**src/rtl/tick_pkg.sv**
```systemverilog
package tick_pkg;
  localparam int DATA_W = 32;
  localparam int ADDR_W = 4;

  localparam int CTRL_EN_BIT   = 0;
  localparam int CTRL_IE_BIT   = 1;
  localparam int CTRL_SRC_BIT  = 2;
  localparam int CTRL_FLAG_BIT = 16;

  localparam logic [ADDR_W-1:0] OFS_CTRL   = 4'h0;
  localparam logic [ADDR_W-1:0] OFS_RELOAD = 4'h4;
  localparam logic [ADDR_W-1:0] OFS_VALUE  = 4'h8;

  typedef struct packed {
    logic src;  // 1 = core clock, 0 = external reference
    logic ie;
    logic en;
  } tick_ctrl_t;
endpackage

```
**src/rtl/tick_sync.sv**
```systemverilog
module tick_sync #(
  parameter int STAGES = 2
) (
  input  logic clk_i,
  input  logic rst_ni,
  input  logic ref_i,
  output logic rise_o
);
  logic [STAGES:0] chain_q;

  always_ff @(posedge clk_i or negedge rst_ni) begin
    if (!rst_ni) chain_q <= '0;
    else         chain_q <= {chain_q[STAGES-1:0], ref_i};
  end

  assign rise_o = chain_q[STAGES-1] & ~chain_q[STAGES];

  // one synchronized edge gives a single tick
  p_single_tick_r8: assert property (@(posedge clk_i) disable iff (!rst_ni)
    rise_o |=> !rise_o);
endmodule

```
**src/rtl/tick_core.sv**
```systemverilog
module tick_core #(
  parameter int CNT_W = 24
) (
  input  logic             clk_i,
  input  logic             rst_ni,
  input  logic             tick_i,
  input  logic             clr_i,
  input  logic [CNT_W-1:0] reload_i,
  output logic [CNT_W-1:0] cnt_o,
  output logic             zero_evt_o
);
  localparam logic [CNT_W-1:0] ONE = CNT_W'(1);

  logic [CNT_W-1:0] cnt_q;

  always_ff @(posedge clk_i or negedge rst_ni) begin
    if (!rst_ni)          cnt_q <= '0;
    else if (clr_i)       cnt_q <= '0;
    else if (tick_i) begin
      if (cnt_q == '0)    cnt_q <= reload_i;
      else                cnt_q <= cnt_q - ONE;
    end
  end

  assign cnt_o      = cnt_q;
  assign zero_evt_o = tick_i & ~clr_i & (cnt_q == ONE);

  p_reload_r3: assert property (@(posedge clk_i) disable iff (!rst_ni)
    (tick_i && !clr_i && cnt_q == '0) |=> cnt_q == $past(reload_i));
  p_decrement_r2: assert property (@(posedge clk_i) disable iff (!rst_ni)
    (tick_i && !clr_i && cnt_q != '0) |=> cnt_q == $past(cnt_q) - ONE);
  p_hold_r2: assert property (@(posedge clk_i) disable iff (!rst_ni)
    (!tick_i && !clr_i) |=> $stable(cnt_q));
  p_clear_r7: assert property (@(posedge clk_i) disable iff (!rst_ni)
    clr_i |=> cnt_q == '0);
endmodule

```
**src/rtl/tick_regs.sv**
```systemverilog
module tick_regs
  import tick_pkg::*;
#(
  parameter int CNT_W = 24
) (
  input  logic              clk_i,
  input  logic              rst_ni,
  input  logic              req_i,
  input  logic              we_i,
  input  logic [ADDR_W-1:0] addr_i,
  input  logic [DATA_W-1:0] wdata_i,
  input  logic [CNT_W-1:0]  cnt_i,
  input  logic              zero_evt_i,
  output tick_ctrl_t        ctrl_o,
  output logic [CNT_W-1:0]  reload_o,
  output logic              clr_o,
  output logic              flag_o,
  output logic [DATA_W-1:0] rdata_o,
  output logic              rvalid_o
);
  tick_ctrl_t        ctrl_q;
  logic [CNT_W-1:0]  reload_q;
  logic              flag_q;
  logic [DATA_W-1:0] rd_mux;
  logic [DATA_W-1:0] rdata_q;
  logic              rvalid_q;
  logic              wr_ctrl, wr_reload, rd_req, rd_ctrl;

  assign wr_ctrl   = req_i & we_i & (addr_i == OFS_CTRL);
  assign wr_reload = req_i & we_i & (addr_i == OFS_RELOAD);
  assign clr_o     = req_i & we_i & (addr_i == OFS_VALUE);
  assign rd_req    = req_i & ~we_i;
  assign rd_ctrl   = rd_req & (addr_i == OFS_CTRL);

  generate
    if (CNT_W < DATA_W) begin : g_spare
      logic unused_wdata_hi;
      assign unused_wdata_hi = ^wdata_i[DATA_W-1:CNT_W];
    end
  endgenerate

  always_ff @(posedge clk_i or negedge rst_ni) begin
    if (!rst_ni) begin
      ctrl_q   <= '{src: 1'b1, ie: 1'b0, en: 1'b0};
      reload_q <= '0;
    end else begin
      if (wr_ctrl) begin
        ctrl_q.en  <= wdata_i[CTRL_EN_BIT];
        ctrl_q.ie  <= wdata_i[CTRL_IE_BIT];
        ctrl_q.src <= wdata_i[CTRL_SRC_BIT];
      end
      if (wr_reload) reload_q <= wdata_i[CNT_W-1:0];
    end
  end

  // sticky flag: a new zero step wins over a clearing access
  always_ff @(posedge clk_i or negedge rst_ni) begin
    if (!rst_ni)                 flag_q <= 1'b0;
    else if (zero_evt_i)         flag_q <= 1'b1;
    else if (rd_ctrl || clr_o)   flag_q <= 1'b0;
  end

  always_comb begin
    rd_mux = '0;
    unique case (addr_i)
      OFS_CTRL: begin
        rd_mux[CTRL_EN_BIT]   = ctrl_q.en;
        rd_mux[CTRL_IE_BIT]   = ctrl_q.ie;
        rd_mux[CTRL_SRC_BIT]  = ctrl_q.src;
        rd_mux[CTRL_FLAG_BIT] = flag_q;
      end
      OFS_RELOAD: rd_mux = DATA_W'(reload_q);
      OFS_VALUE:  rd_mux = DATA_W'(cnt_i);
      default:    rd_mux = '0;
    endcase
  end

  always_ff @(posedge clk_i or negedge rst_ni) begin
    if (!rst_ni) begin
      rdata_q  <= '0;
      rvalid_q <= 1'b0;
    end else begin
      rvalid_q <= rd_req;
      rdata_q  <= rd_req ? rd_mux : '0;
    end
  end

  assign ctrl_o   = ctrl_q;
  assign reload_o = reload_q;
  assign flag_o   = flag_q;
  assign rdata_o  = rdata_q;
  assign rvalid_o = rvalid_q;

  p_flag_set_r4: assert property (@(posedge clk_i) disable iff (!rst_ni)
    zero_evt_i |=> flag_q);
  p_flag_rdclr_r6: assert property (@(posedge clk_i) disable iff (!rst_ni)
    (rd_ctrl && !zero_evt_i) |=> !flag_q);
  p_rvalid_r10: assert property (@(posedge clk_i) disable iff (!rst_ni)
    rd_req |=> rvalid_q);
endmodule

```
**src/rtl/tick_timer.sv**
```systemverilog
module tick_timer
  import tick_pkg::*;
#(
  parameter int CNT_W       = 24,
  parameter int SYNC_STAGES = 2
) (
  input  logic              clk_i,
  input  logic              rst_ni,
  input  logic              ref_clk_i,
  input  logic              bus_req_i,
  input  logic              bus_we_i,
  input  logic [ADDR_W-1:0] bus_addr_i,
  input  logic [DATA_W-1:0] bus_wdata_i,
  output logic [DATA_W-1:0] bus_rdata_o,
  output logic              bus_rvalid_o,
  output logic              irq_o
);
  tick_ctrl_t       ctrl;
  logic [CNT_W-1:0] reload, cnt;
  logic             clr, flag, ext_rise, tick, zero_evt, irq_q;

  tick_sync #(.STAGES(SYNC_STAGES)) sync_i (
    .clk_i (clk_i), .rst_ni(rst_ni), .ref_i(ref_clk_i), .rise_o(ext_rise)
  );

  tick_regs #(.CNT_W(CNT_W)) regs_i (
    .clk_i(clk_i), .rst_ni(rst_ni),
    .req_i(bus_req_i), .we_i(bus_we_i), .addr_i(bus_addr_i), .wdata_i(bus_wdata_i),
    .cnt_i(cnt), .zero_evt_i(zero_evt),
    .ctrl_o(ctrl), .reload_o(reload), .clr_o(clr), .flag_o(flag),
    .rdata_o(bus_rdata_o), .rvalid_o(bus_rvalid_o)
  );

  assign tick = ctrl.en & (ctrl.src | ext_rise);

  tick_core #(.CNT_W(CNT_W)) core_i (
    .clk_i(clk_i), .rst_ni(rst_ni), .tick_i(tick), .clr_i(clr),
    .reload_i(reload), .cnt_o(cnt), .zero_evt_o(zero_evt)
  );

  always_ff @(posedge clk_i or negedge rst_ni) begin
    if (!rst_ni) irq_q <= 1'b0;
    else         irq_q <= zero_evt & ctrl.ie;
  end

  assign irq_o = irq_q;

  p_irq_pulse_r4: assert property (@(posedge clk_i) disable iff (!rst_ni)
    irq_q |=> !irq_q);
  p_irq_flag_r4: assert property (@(posedge clk_i) disable iff (!rst_ni)
    irq_q |-> flag);
  p_zero_reload_r9: assert property (@(posedge clk_i) disable iff (!rst_ni)
    (reload == '0 && cnt == '0) |=> cnt == '0);
  p_ext_only_r8: assert property (@(posedge clk_i) disable iff (!rst_ni)
    (ctrl.en && !ctrl.src && !ext_rise && !clr) |=> $stable(cnt));
endmodule

```
**config.mk**
```make
export PLATFORM = sky130hd
export DESIGN_NAME = tick_timer
export DESIGN_NICKNAME = d
export VERILOG_FILES = /design/src/rtl/tick_pkg.sv /design/src/rtl/tick_sync.sv /design/src/rtl/tick_core.sv /design/src/rtl/tick_regs.sv /design/src/rtl/tick_timer.sv
export SDC_FILE = /design/constraint.sdc
export NUM_CORES = 1
export LEC_CHECK = 0
export BUFFER_PORTS_ARGS = -buffer_cell sky130_fd_sc_hd__buf_2
export CORE_MARGIN = 1.5
export CORE_UTILIZATION = 47
export DETAILED_ROUTE_END_ITERATION = 7
export PLACE_DENSITY = 0.69
export SLEW_MARGIN = 5
export SYNTH_ARGS = -nofsm -noshare
export SYNTH_HDL_FRONTEND = slang
export SYNTH_SLANG_ARGS = --single-unit
```
**constraint.sdc**
```tcl
create_clock -name clk_i -period 4.1 [get_ports clk_i]
set_clock_uncertainty 0.05 [all_clocks]
set_input_delay 0.41 -clock clk_i [delete_from_list [all_inputs] [get_ports clk_i]]
set_output_delay 0.41 -clock clk_i [all_outputs]
set_load 0.02 [all_outputs]
```
==> results of run 1 <==
## registers in the layout (all words and copies together) (netlist names)
signal and count:
sync_i.chain_q 3, regs_i.reload_o 24, regs_i.rvalid_o 1, regs_i.rdata_o 24, regs_i.flag_o 1, irq_o 1
regs_i.ctrl_o 3, core_i.cnt_o 24
## power groups by stage
| stage | clock [W] | sequential, W | combinational (W) |
|---|---|---|---|
| after floorplan | 0 | 0.000997 | 0.000370 |
| after global placement | 0 | 0.00106 | 0.000418 |
| after detailed placement | 0 | 0.00106 | 0.000429 |
| after CTS | 0.000658 | 0.00105 | 0.000432 |
| after global routing | 0.000699 | 0.00107 | 0.000482 |
| final | 0.000647 | 0.00105 | 0.000432 |
## Yosys cell counts (all sizes together), types with 2 or more instances
master	count
dfrtp	80
nor2	38
mux2	25
o21ai	23
a22oi	21
buf	19
nand2	19
a21oi	15
clkbuf	12
nor4	12
mux2i	8
nor3	8
and2	6
inv	6
o2bb2ai	6
nand2b	5
nand4	5
o22ai	5
a211oi	4
a222oi	4
a31oi	4
nand3	4
or4	4
a2bb2oi	3
a32oi	3
ha	3
o31ai	3
a21o	2
a221oi	2
nor4b	2
o2111ai	2
o211ai	2
o21a	2
o41ai	2
## layout make-up
cell class	instances	area share, %
clock inverter	3	1.45
tap	105	2.92
sequential	81	45.1
inverter	6	0.501
clock buffer	11	3.37
timing repair buffer	62	7.18
multi-input combinational	259	39.5
## how the worst min path moves through the flow
stage / from / endpoint / slack [ns]
after floorplan: rst_ni / core_i.cnt_o[0] / 0.06
after global placement: sync_i.chain_q[0] / sync_i.chain_q[1] / 0.29
after detailed placement: sync_i.chain_q[0] / sync_i.chain_q[1] / 0.29
after CTS: ref_clk_i / sync_i.chain_q[0] / 0.10
after global routing: ref_clk_i / sync_i.chain_q[0] / 0.1
final: ref_clk_i / sync_i.chain_q[0] / 0.11
## cell families (layout without fill, tap and decap cells)
| group | count (synthesis) | count (layout) | share of synthesized area (%) |
|---|---|---|---|
| xor gates and xnor gates | 2 | 2 | 0.440 |
| DFF | 81 | 81 | 50.9 |
| buffers and inverters | 37 | 82 | 5.18 |
| and+or+nand+nor | 108 | 108 | 15.1 |
| adders and majority gates | 3 | 3 | 0.942 |
| other | 1 | 8 | 0.0941 |
| AOI/OAI and AO/OA | 105 | 105 | 18.2 |
| muxes | 33 | 33 | 9.07 |
## through the flow
step           utilization (%)  power (W)
2_1_floorplan                -    0.00137
3_3_place_gp              52.1    0.00147
3_5_place_dp              52.1    0.00149
4_1_cts                   54.7    0.00214
5_1_grt                   54.7    0.00225
6_report                  54.7    0.00213
## metal layers
layer,track usage (%),vias up,part of all wire (%)
met5,0,-,0
met4,9.08,0,1.9
met3,3.75,16,6.1
met2,33.7,134,47
met1,30.0,1523,45
li1,-,1462,-
==> metrics.txt, run 1 <==
# TYPE chip_impl_metric gauge
chip_impl_metric{name="fp-row-count",unit=""} 33
chip_impl_metric{name="power.switching_fraction",unit="%"} 32.0
chip_impl_metric{name="clk-insertion-delay-late",unit="ns"} 0.36
chip_impl_info{name="synthDominantAreaCellType",value="sky130_fd_sc_hd__dfrtp_1"} 1
chip_impl_metric{name="via_count",unit=""} 3135
chip_impl_metric{name="vdd_drop_max",unit="mV"} 0.212
chip_impl_info{name="status",value="complete, no violations"} 1
chip_impl_metric{name="post-cts-setup-buffer-count",unit=""} 0
chip_impl_metric{name="timing.final.max_slew_violations",unit=""} 0
chip_impl_info{name="critical_path.reg2reg.endpoint",value="core_i.cnt_o[5]"} 1
chip_impl_metric{name="die-area",unit="sq um"} 9040
chip_impl_info{name="dominantRegCellSynth",value="sky130_fd_sc_hd__dfrtp_1"} 1
chip_impl_metric{name="final.period_utilization",unit="%"} 66.9
chip_impl_metric{name="worst_slack",unit="ns"} 1.36
chip_impl_metric{name="power_density",unit="nW/um^2"} 474
chip_impl_metric{name="coreArea",unit="sq um"} 8220
chip_impl_metric{name="setup_viol",unit=""} 0
chip_impl_metric{name="ctsHtreeMaxLevel",unit=""} 3
chip_impl_metric{name="worst_hold_path.num_cells",unit=""} 1
chip_impl_metric{name="regArea",unit="sq um"} 2030
chip_impl_metric{name="critical_path_arrival",unit="ns"} 2.91
chip_impl_info{name="path_cells",value="inv_1 > ha_1 > nor4b_1 > and4_1 > nand2_1 > o2111ai_1 > o21ai_0"} 1
chip_impl_metric{name="fillerInstances",unit=""} 773
chip_impl_metric{name="multi_input_gate_area",unit="sq um"} 1780
chip_impl_metric{name="ctsHoldBuffers",unit=""} 0
chip_impl_metric{name="io_buffer_count",unit=""} 58
chip_impl_metric{name="synthesis.area",unit="sq um"} 3990
chip_impl_metric{name="cts.sinks",unit=""} 81
chip_impl_info{name="worstReg2RegStart",value="core_i.cnt_o[0]"} 1
chip_impl_metric{name="first_pass_grt_wire_length",unit="mm"} 15.0
chip_impl_metric{name="drive_above_1_share",unit="%"} 26.8
chip_impl_metric{name="wl_per_cell",unit="um"} 17.4
chip_impl_metric{name="final_hold_viol_count",unit=""} 0
chip_impl_metric{name="finalSetupTns",unit="ns"} 0
chip_impl_metric{name="max_slew_margin",unit="%"} 32.6
chip_impl_metric{name="via_count_of_the_first_global_routing_pass",unit=""} 2960
chip_impl_metric{name="p_seq_share",unit="%"} 49.3
chip_impl_info{name="layout_commonest_cell",value="sky130_fd_sc_hd__dfrtp_1"} 1
chip_impl_metric{name="count_of_flip_flops_with_a_built_in_enable_after_synthesis",unit=""} 0
chip_impl_metric{name="drt-total-wl",unit="mm"} 9.16
chip_impl_metric{name="viasPerCell",unit=""} 5.95
chip_impl_metric{name="postSynthAreaPerCell",unit="sq um"} 10.8
chip_impl_metric{name="seq_total_area_yosys",unit="%"} 50.9
chip_impl_metric{name="inserted_clock_buffers",unit=""} 9
chip_impl_metric{name="place_area",unit="sq um"} 4280
chip_impl_metric{name="p_leak",unit="nW"} 2.02
chip_impl_info{name="rsz0062_at_grt",value="false"} 1
chip_impl_info{name="holdCritPathClass",value="input pin to flip-flop"} 1
chip_impl_metric{name="instances_no_fill",unit=""} 527
chip_impl_metric{name="area.growth.synth_to_final",unit="%"} 12.9
chip_impl_info{name="crit_end",value="core_i.cnt_o[5]"} 1
chip_impl_metric{name="cts.reportedPaths.clkPinSlew",unit="ns"} 0.09
chip_impl_info{name="cts_tree",value="built"} 1
chip_impl_metric{name="post-synth-top-area-fraction",unit="%"} 50.2
chip_impl_metric{name="post_synth_num_cell_types",unit=""} 56
chip_impl_metric{name="die_w",unit="um"} 95.1
chip_impl_metric{name="clock_power_share",unit="%"} 30.4
chip_impl_info{name="cts_root_buf",value="sky130_fd_sc_hd__clkbuf_8"} 1
chip_impl_metric{name="critical_path_buf_inv_count",unit=""} 1
chip_impl_metric{name="dpl_wire_length",unit="mm"} 5.96
chip_impl_info{name="commonest_cells_after_routing_fill_and_taps_aside",value="sky130_fd_sc_hd__dfrtp_1 (80), sky130_fd_sc_hd__buf_2 (57), sky130_fd_sc_hd__nor2_1 (37), sky130_fd_sc_hd__mux2_2 (25)"} 1
chip_impl_metric{name="drt_iter0_drc",unit=""} 208
chip_impl_metric{name="fmaxAchievable",unit="GHz"} 0.365
chip_impl_info{name="path_class",value="flip-flop to flip-flop"} 1
chip_impl_metric{name="post_synth_inst_count",unit=""} 370
chip_impl_metric{name="max-clock-path-buffers",unit=""} 2
chip_impl_metric{name="p_comb_share",unit="%"} 20.3
chip_impl_metric{name="ys_warn_count",unit=""} 0
chip_impl_info{name="start_kind",value="flip-flop"} 1
chip_impl_info{name="critPathCaptureType",value="flip-flop"} 1
chip_impl_info{name="crit_path_start",value="core_i.cnt_o[0]"} 1
chip_impl_metric{name="grt_max_degree",unit=""} 82
chip_impl_metric{name="n_antenna_cell",unit=""} 0
chip_impl_metric{name="pre_cts_ws",unit="ns"} 1.40
chip_impl_metric{name="power.net_switching",unit="W"} 0.000681
chip_impl_metric{name="numPlacedInstances",unit=""} 513
chip_impl_metric{name="drt-pass1-iter-count",unit=""} 5
chip_impl_metric{name="grt_use_total",unit="%"} 21.7
chip_impl_metric{name="reg2reg_slack",unit="ns"} 1.36
chip_impl_metric{name="cell_internal_pwr",unit="W"} 0.00145
chip_impl_info{name="cell_family_with_most_cp_delay",value="simple AND/OR/NAND/NOR gates"} 1
chip_impl_metric{name="ys_seq_elements",unit=""} 81
chip_impl_metric{name="maxCapViolCount",unit=""} 0
chip_impl_info{name="crit_path_top_delay_cell",value="sky130_fd_sc_hd__nand2_1"} 1
chip_impl_metric{name="crit_path_max_fanout",unit=""} 21
chip_impl_metric{name="critPathMaxStageDelay",unit="ns"} 0.57
chip_impl_metric{name="fin_worst_hold_slack",unit="ns"} 0.111
chip_impl_metric{name="critPathRequiredTime",unit="ns"} 4.27
chip_impl_info{name="ranking_of_synthesized_cells_by_area",value="sky130_fd_sc_hd__dfrtp_1 (50%), sky130_fd_sc_hd__mux2_2 (7.1%), sky130_fd_sc_hd__a22oi_1 (4.0%)"} 1
chip_impl_metric{name="worst_pin_slew",unit="ns"} 1.01
chip_impl_metric{name="floorplan.initialDensity",unit="%"} 48.5
chip_impl_metric{name="critical_path_depth",unit=""} 7
chip_impl_metric{name="num_io_pins",unit=""} 75
chip_impl_metric{name="timing.reg2reg.worst_path_depth",unit=""} 7
chip_impl_metric{name="drt.antenna.violating_nets",unit=""} 0
chip_impl_metric{name="async_flop_share",unit="%"} 100
chip_impl_metric{name="remaining_global_route_overflow",unit=""} 0
chip_impl_metric{name="design_area",unit="sq um"} 4500
chip_impl_metric{name="drt_drc_violations_left",unit=""} 0
chip_impl_metric{name="grt_antenna_before_repair",unit=""} 0
chip_impl_metric{name="nets",unit=""} 463
chip_impl_metric{name="place.gp.congestion",unit=""} 0.865
chip_impl_metric{name="post-route-min-period",unit="ns"} 2.74
chip_impl_metric{name="floorplan.die.height",unit="um"} 95.1
chip_impl_metric{name="postCtsResizedCells",unit=""} 0
No activity file was read; power rests on OpenSTA's default activity.
==> run 2: changes to the inputs <==
--- a/config.mk
+++ b/config.mk
@@ -9,7 +9,7 @@
 export CORE_MARGIN = 1.5
 export CORE_UTILIZATION = 47
 export DETAILED_ROUTE_END_ITERATION = 7
-export PLACE_DENSITY = 0.69
+export PLACE_DENSITY = 0.72
 export SLEW_MARGIN = 5
 export SYNTH_ARGS = -nofsm -noshare
 export SYNTH_HDL_FRONTEND = slang
==> constraint.sdc (replaced) <==
create_clock -name clk_i -period 2.4 [get_ports clk_i]
set_clock_uncertainty 0.05 [all_clocks]
set_input_delay 0.24 -clock clk_i [delete_from_list [all_inputs] [get_ports clk_i]]
set_output_delay 0.24 -clock clk_i [all_outputs]
set_load 0.02 [all_outputs]
==> run 2 against run 1 <==
Non-clock buffer count rose by 20. Combinational power rose by 91%. Sequential cell count did not move. First-iteration DRC count increased by 34%. Setup slack worse by 1.1 ns. Largest cell class unchanged. Cell count is 4.2% higher. Die area is the same. Routed wire length rose by 4.6%. Count of clock-buffer cells in the layout up 1. Critical path depth is the same. Critical endpoint is now core_i.cnt_o[10].
==> metrics.txt, run 2 (synthesis results as in run 1) <==
# TYPE chip_impl_metric gauge
chip_impl_metric{name="inserted_clock_buffers",unit=""} 9
chip_impl_metric{name="max_slew_margin",unit="%"} 55.4
chip_impl_metric{name="first_pass_grt_wire_length",unit="mm"} 16.0
chip_impl_metric{name="drive_above_1_share",unit="%"} 29.7
chip_impl_metric{name="final.period_utilization",unit="%"} 91.2
chip_impl_metric{name="setup_viol",unit=""} 0
chip_impl_metric{name="grt_use_total",unit="%"} 23.2
chip_impl_metric{name="fin_worst_hold_slack",unit="ns"} 0.0500
chip_impl_metric{name="die_w",unit="um"} 95.1
chip_impl_metric{name="worst_pin_slew",unit="ns"} 0.667
chip_impl_info{name="start_kind",value="flip-flop"} 1
chip_impl_metric{name="power_density",unit="nW/um^2"} 774
chip_impl_metric{name="remaining_global_route_overflow",unit=""} 0
chip_impl_metric{name="drt-pass1-iter-count",unit=""} 5
chip_impl_metric{name="coreArea",unit="sq um"} 8220
chip_impl_info{name="cts_root_buf",value="sky130_fd_sc_hd__clkbuf_8"} 1
chip_impl_metric{name="drt.antenna.violating_nets",unit=""} 0
chip_impl_metric{name="fillerInstances",unit=""} 717
chip_impl_info{name="critPathCaptureType",value="flip-flop"} 1
chip_impl_info{name="cts_tree",value="built"} 1
chip_impl_metric{name="post-cts-setup-buffer-count",unit=""} 0
chip_impl_metric{name="critical_path_arrival",unit="ns"} 2.39
chip_impl_metric{name="io_buffer_count",unit=""} 58
chip_impl_metric{name="drt-total-wl",unit="mm"} 9.58
chip_impl_info{name="crit_path_top_delay_cell",value="sky130_fd_sc_hd__or3b_2"} 1
chip_impl_metric{name="finalSetupTns",unit="ns"} 0
chip_impl_metric{name="drt_iter0_drc",unit=""} 278
chip_impl_metric{name="max-clock-path-buffers",unit=""} 2
chip_impl_info{name="status",value="complete, no violations"} 1
chip_impl_metric{name="post-route-min-period",unit="ns"} 2.19
chip_impl_metric{name="nets",unit=""} 483
chip_impl_info{name="path_cells",value="inv_1 > ha_1 > or3b_2 > nor2_2 > o2111ai_1 > a221oi_1 > nor2_1"} 1
chip_impl_metric{name="grt_antenna_before_repair",unit=""} 0
chip_impl_metric{name="groute.layer.met1.usage",unit="%"} 32.5
chip_impl_metric{name="grt_max_degree",unit=""} 45
chip_impl_metric{name="wl_per_cell",unit="um"} 17.4
chip_impl_metric{name="critPathRequiredTime",unit="ns"} 2.60
chip_impl_metric{name="num_io_pins",unit=""} 75
chip_impl_metric{name="p_leak",unit="nW"} 2.12
chip_impl_metric{name="via_count",unit=""} 3297
chip_impl_metric{name="crit_path_max_fanout",unit=""} 6
chip_impl_metric{name="floorplan.die.height",unit="um"} 95.1
chip_impl_metric{name="fp-row-count",unit=""} 33
chip_impl_metric{name="place.gp.congestion",unit=""} 0.882
chip_impl_metric{name="vdd_drop_max",unit="mV"} 0.384
chip_impl_metric{name="via_count_of_the_first_global_routing_pass",unit=""} 3130
chip_impl_metric{name="dpl_wire_length",unit="mm"} 6.57
chip_impl_metric{name="gr-usage-met2",unit="%"} 34.8
chip_impl_metric{name="cts.reportedPaths.clkPinSlew",unit="ns"} 0.08
chip_impl_metric{name="critPathMaxStageDelay",unit="ns"} 0.51
chip_impl_metric{name="n_antenna_cell",unit=""} 0
chip_impl_metric{name="die-area",unit="sq um"} 9040
chip_impl_metric{name="met3_usage",unit="%"} 3.91
chip_impl_metric{name="timing.final.max_slew_violations",unit=""} 0
chip_impl_metric{name="place_area",unit="sq um"} 4430
chip_impl_metric{name="cts.sinks",unit=""} 81
chip_impl_metric{name="utilization",unit="%"} 56.6
chip_impl_metric{name="area.growth.synth_to_final",unit="%"} 16.7
chip_impl_metric{name="design_area",unit="sq um"} 4650
chip_impl_info{name="path_class",value="flip-flop to flip-flop"} 1
chip_impl_metric{name="fmaxAchievable",unit="GHz"} 0.457
chip_impl_metric{name="ctsHtreeMaxLevel",unit=""} 3
chip_impl_info{name="commonest_cells_after_routing_fill_and_taps_aside",value="sky130_fd_sc_hd__dfrtp_1 (80), sky130_fd_sc_hd__buf_2 (57), sky130_fd_sc_hd__nor2_1 (36), sky130_fd_sc_hd__mux2_2 (25), sky130_fd_sc_hd__buf_4 (22)"} 1
chip_impl_info{name="holdCritPathClass",value="input pin to flip-flop"} 1
chip_impl_metric{name="regArea",unit="sq um"} 2030
chip_impl_metric{name="viasPerCell",unit=""} 6.01
chip_impl_info{name="layout_commonest_cell",value="sky130_fd_sc_hd__dfrtp_1"} 1
chip_impl_metric{name="clk-insertion-delay-late",unit="ns"} 0.36
chip_impl_info{name="rsz0062_at_grt",value="false"} 1
chip_impl_info{name="top_usage_layer",value="met2"} 1
chip_impl_metric{name="final_hold_viol_count",unit=""} 0
chip_impl_metric{name="maxCapViolCount",unit=""} 0
chip_impl_metric{name="multi_input_gate_area",unit="sq um"} 1790
chip_impl_metric{name="floorplan.initialDensity",unit="%"} 48.5
chip_impl_metric{name="drt_drc_violations_left",unit=""} 0
==> run 2: cell count changes in the layout (fill, tap and decap cells not counted), sizes merged <==
cell,delta
buf,+18
bufinv,-1
clkinv,+2
dlygate4sd3,+2
clkbuf,+1
==> run 2: per-stage QoR <==
step / setup slack, ns / cells / power, W
floorplan: 0.436 / 377 / 0.00234
global placement: 0.221 / 531 / 0.00257
detailed placement: 0.164 / 531 / 0.00261
CTS: 0.152 / 549 / 0.00360
global route: 0.0465 / 549 / 0.00380
finish: 0.211 / 549 / 0.00360
==> run 2: critical path, delay by kind of cell (launching register included) <==
family	cells	cell delay, ns
DFF	1	0.44
buffers and inverters	1	0.15
AOI/OAI and AO/OA	2	0.40
and+or+nand+nor	3	0.82
adders and majority gates	1	0.23
==> run 2: path summary, 6_finish.rpt <==
| check | start | to | slack, ns | cells after the start |
|---|---|---|---|---|
| setup / recovery | core_i.cnt_o[0] | core_i.cnt_o[10] | 0.21 | 7 |
| hold / removal | bus_wdata_i[9] | regs_i.reload_o[9] | 0.05 | 2 |
| max in group asynchronous | rst_ni | regs_i.ctrl_o[2] | 1.31 | 3 |
| hold reg to reg | sync_i.chain_q[0] | sync_i.chain_q[1] | 0.31 | 0 |
| min in group asynchronous | rst_ni | sync_i.chain_q[2] | 0.34 | 2 |
| setup reg to reg | core_i.cnt_o[0] | core_i.cnt_o[10] | 0.21 | 7 |
==> run 2: area by class of cell <==
class	count	share of cell area, %
sequential	81	43.6
multi-input combinational	259	38.4
timing repair buffer	82	10.5
clock buffer	12	3.12
tap	105	2.83
clock inverter	4	0.969
inverter	6	0.484
==> run 2: routing by layer <==
metal,routed length [um],part of all wire (%)
met1,4290,45
met2,4400,46
met3,619,6.5
met4,263,2.7
met5,0,0
==> run 2: where the power goes <==
group	internal (W)	leakage [nW]	switching, W
clock network	0.000505	0.100	0.000491
logic	0.000351	0.963	0.000476
registers	0.00154	1.06	0.000232
total	0.00240	2.12	0.00120
==> run 2: repair_timing <==
| action | 4_1_cts | 5_1_grt |
|---|---|---|
| resized for setup | 0 | 2 |
| hold endpoints to repair | 38 | 0 |
| hold buffers | 2 | 0 |
| endpoints found under the setup margin | 0 | 2 |
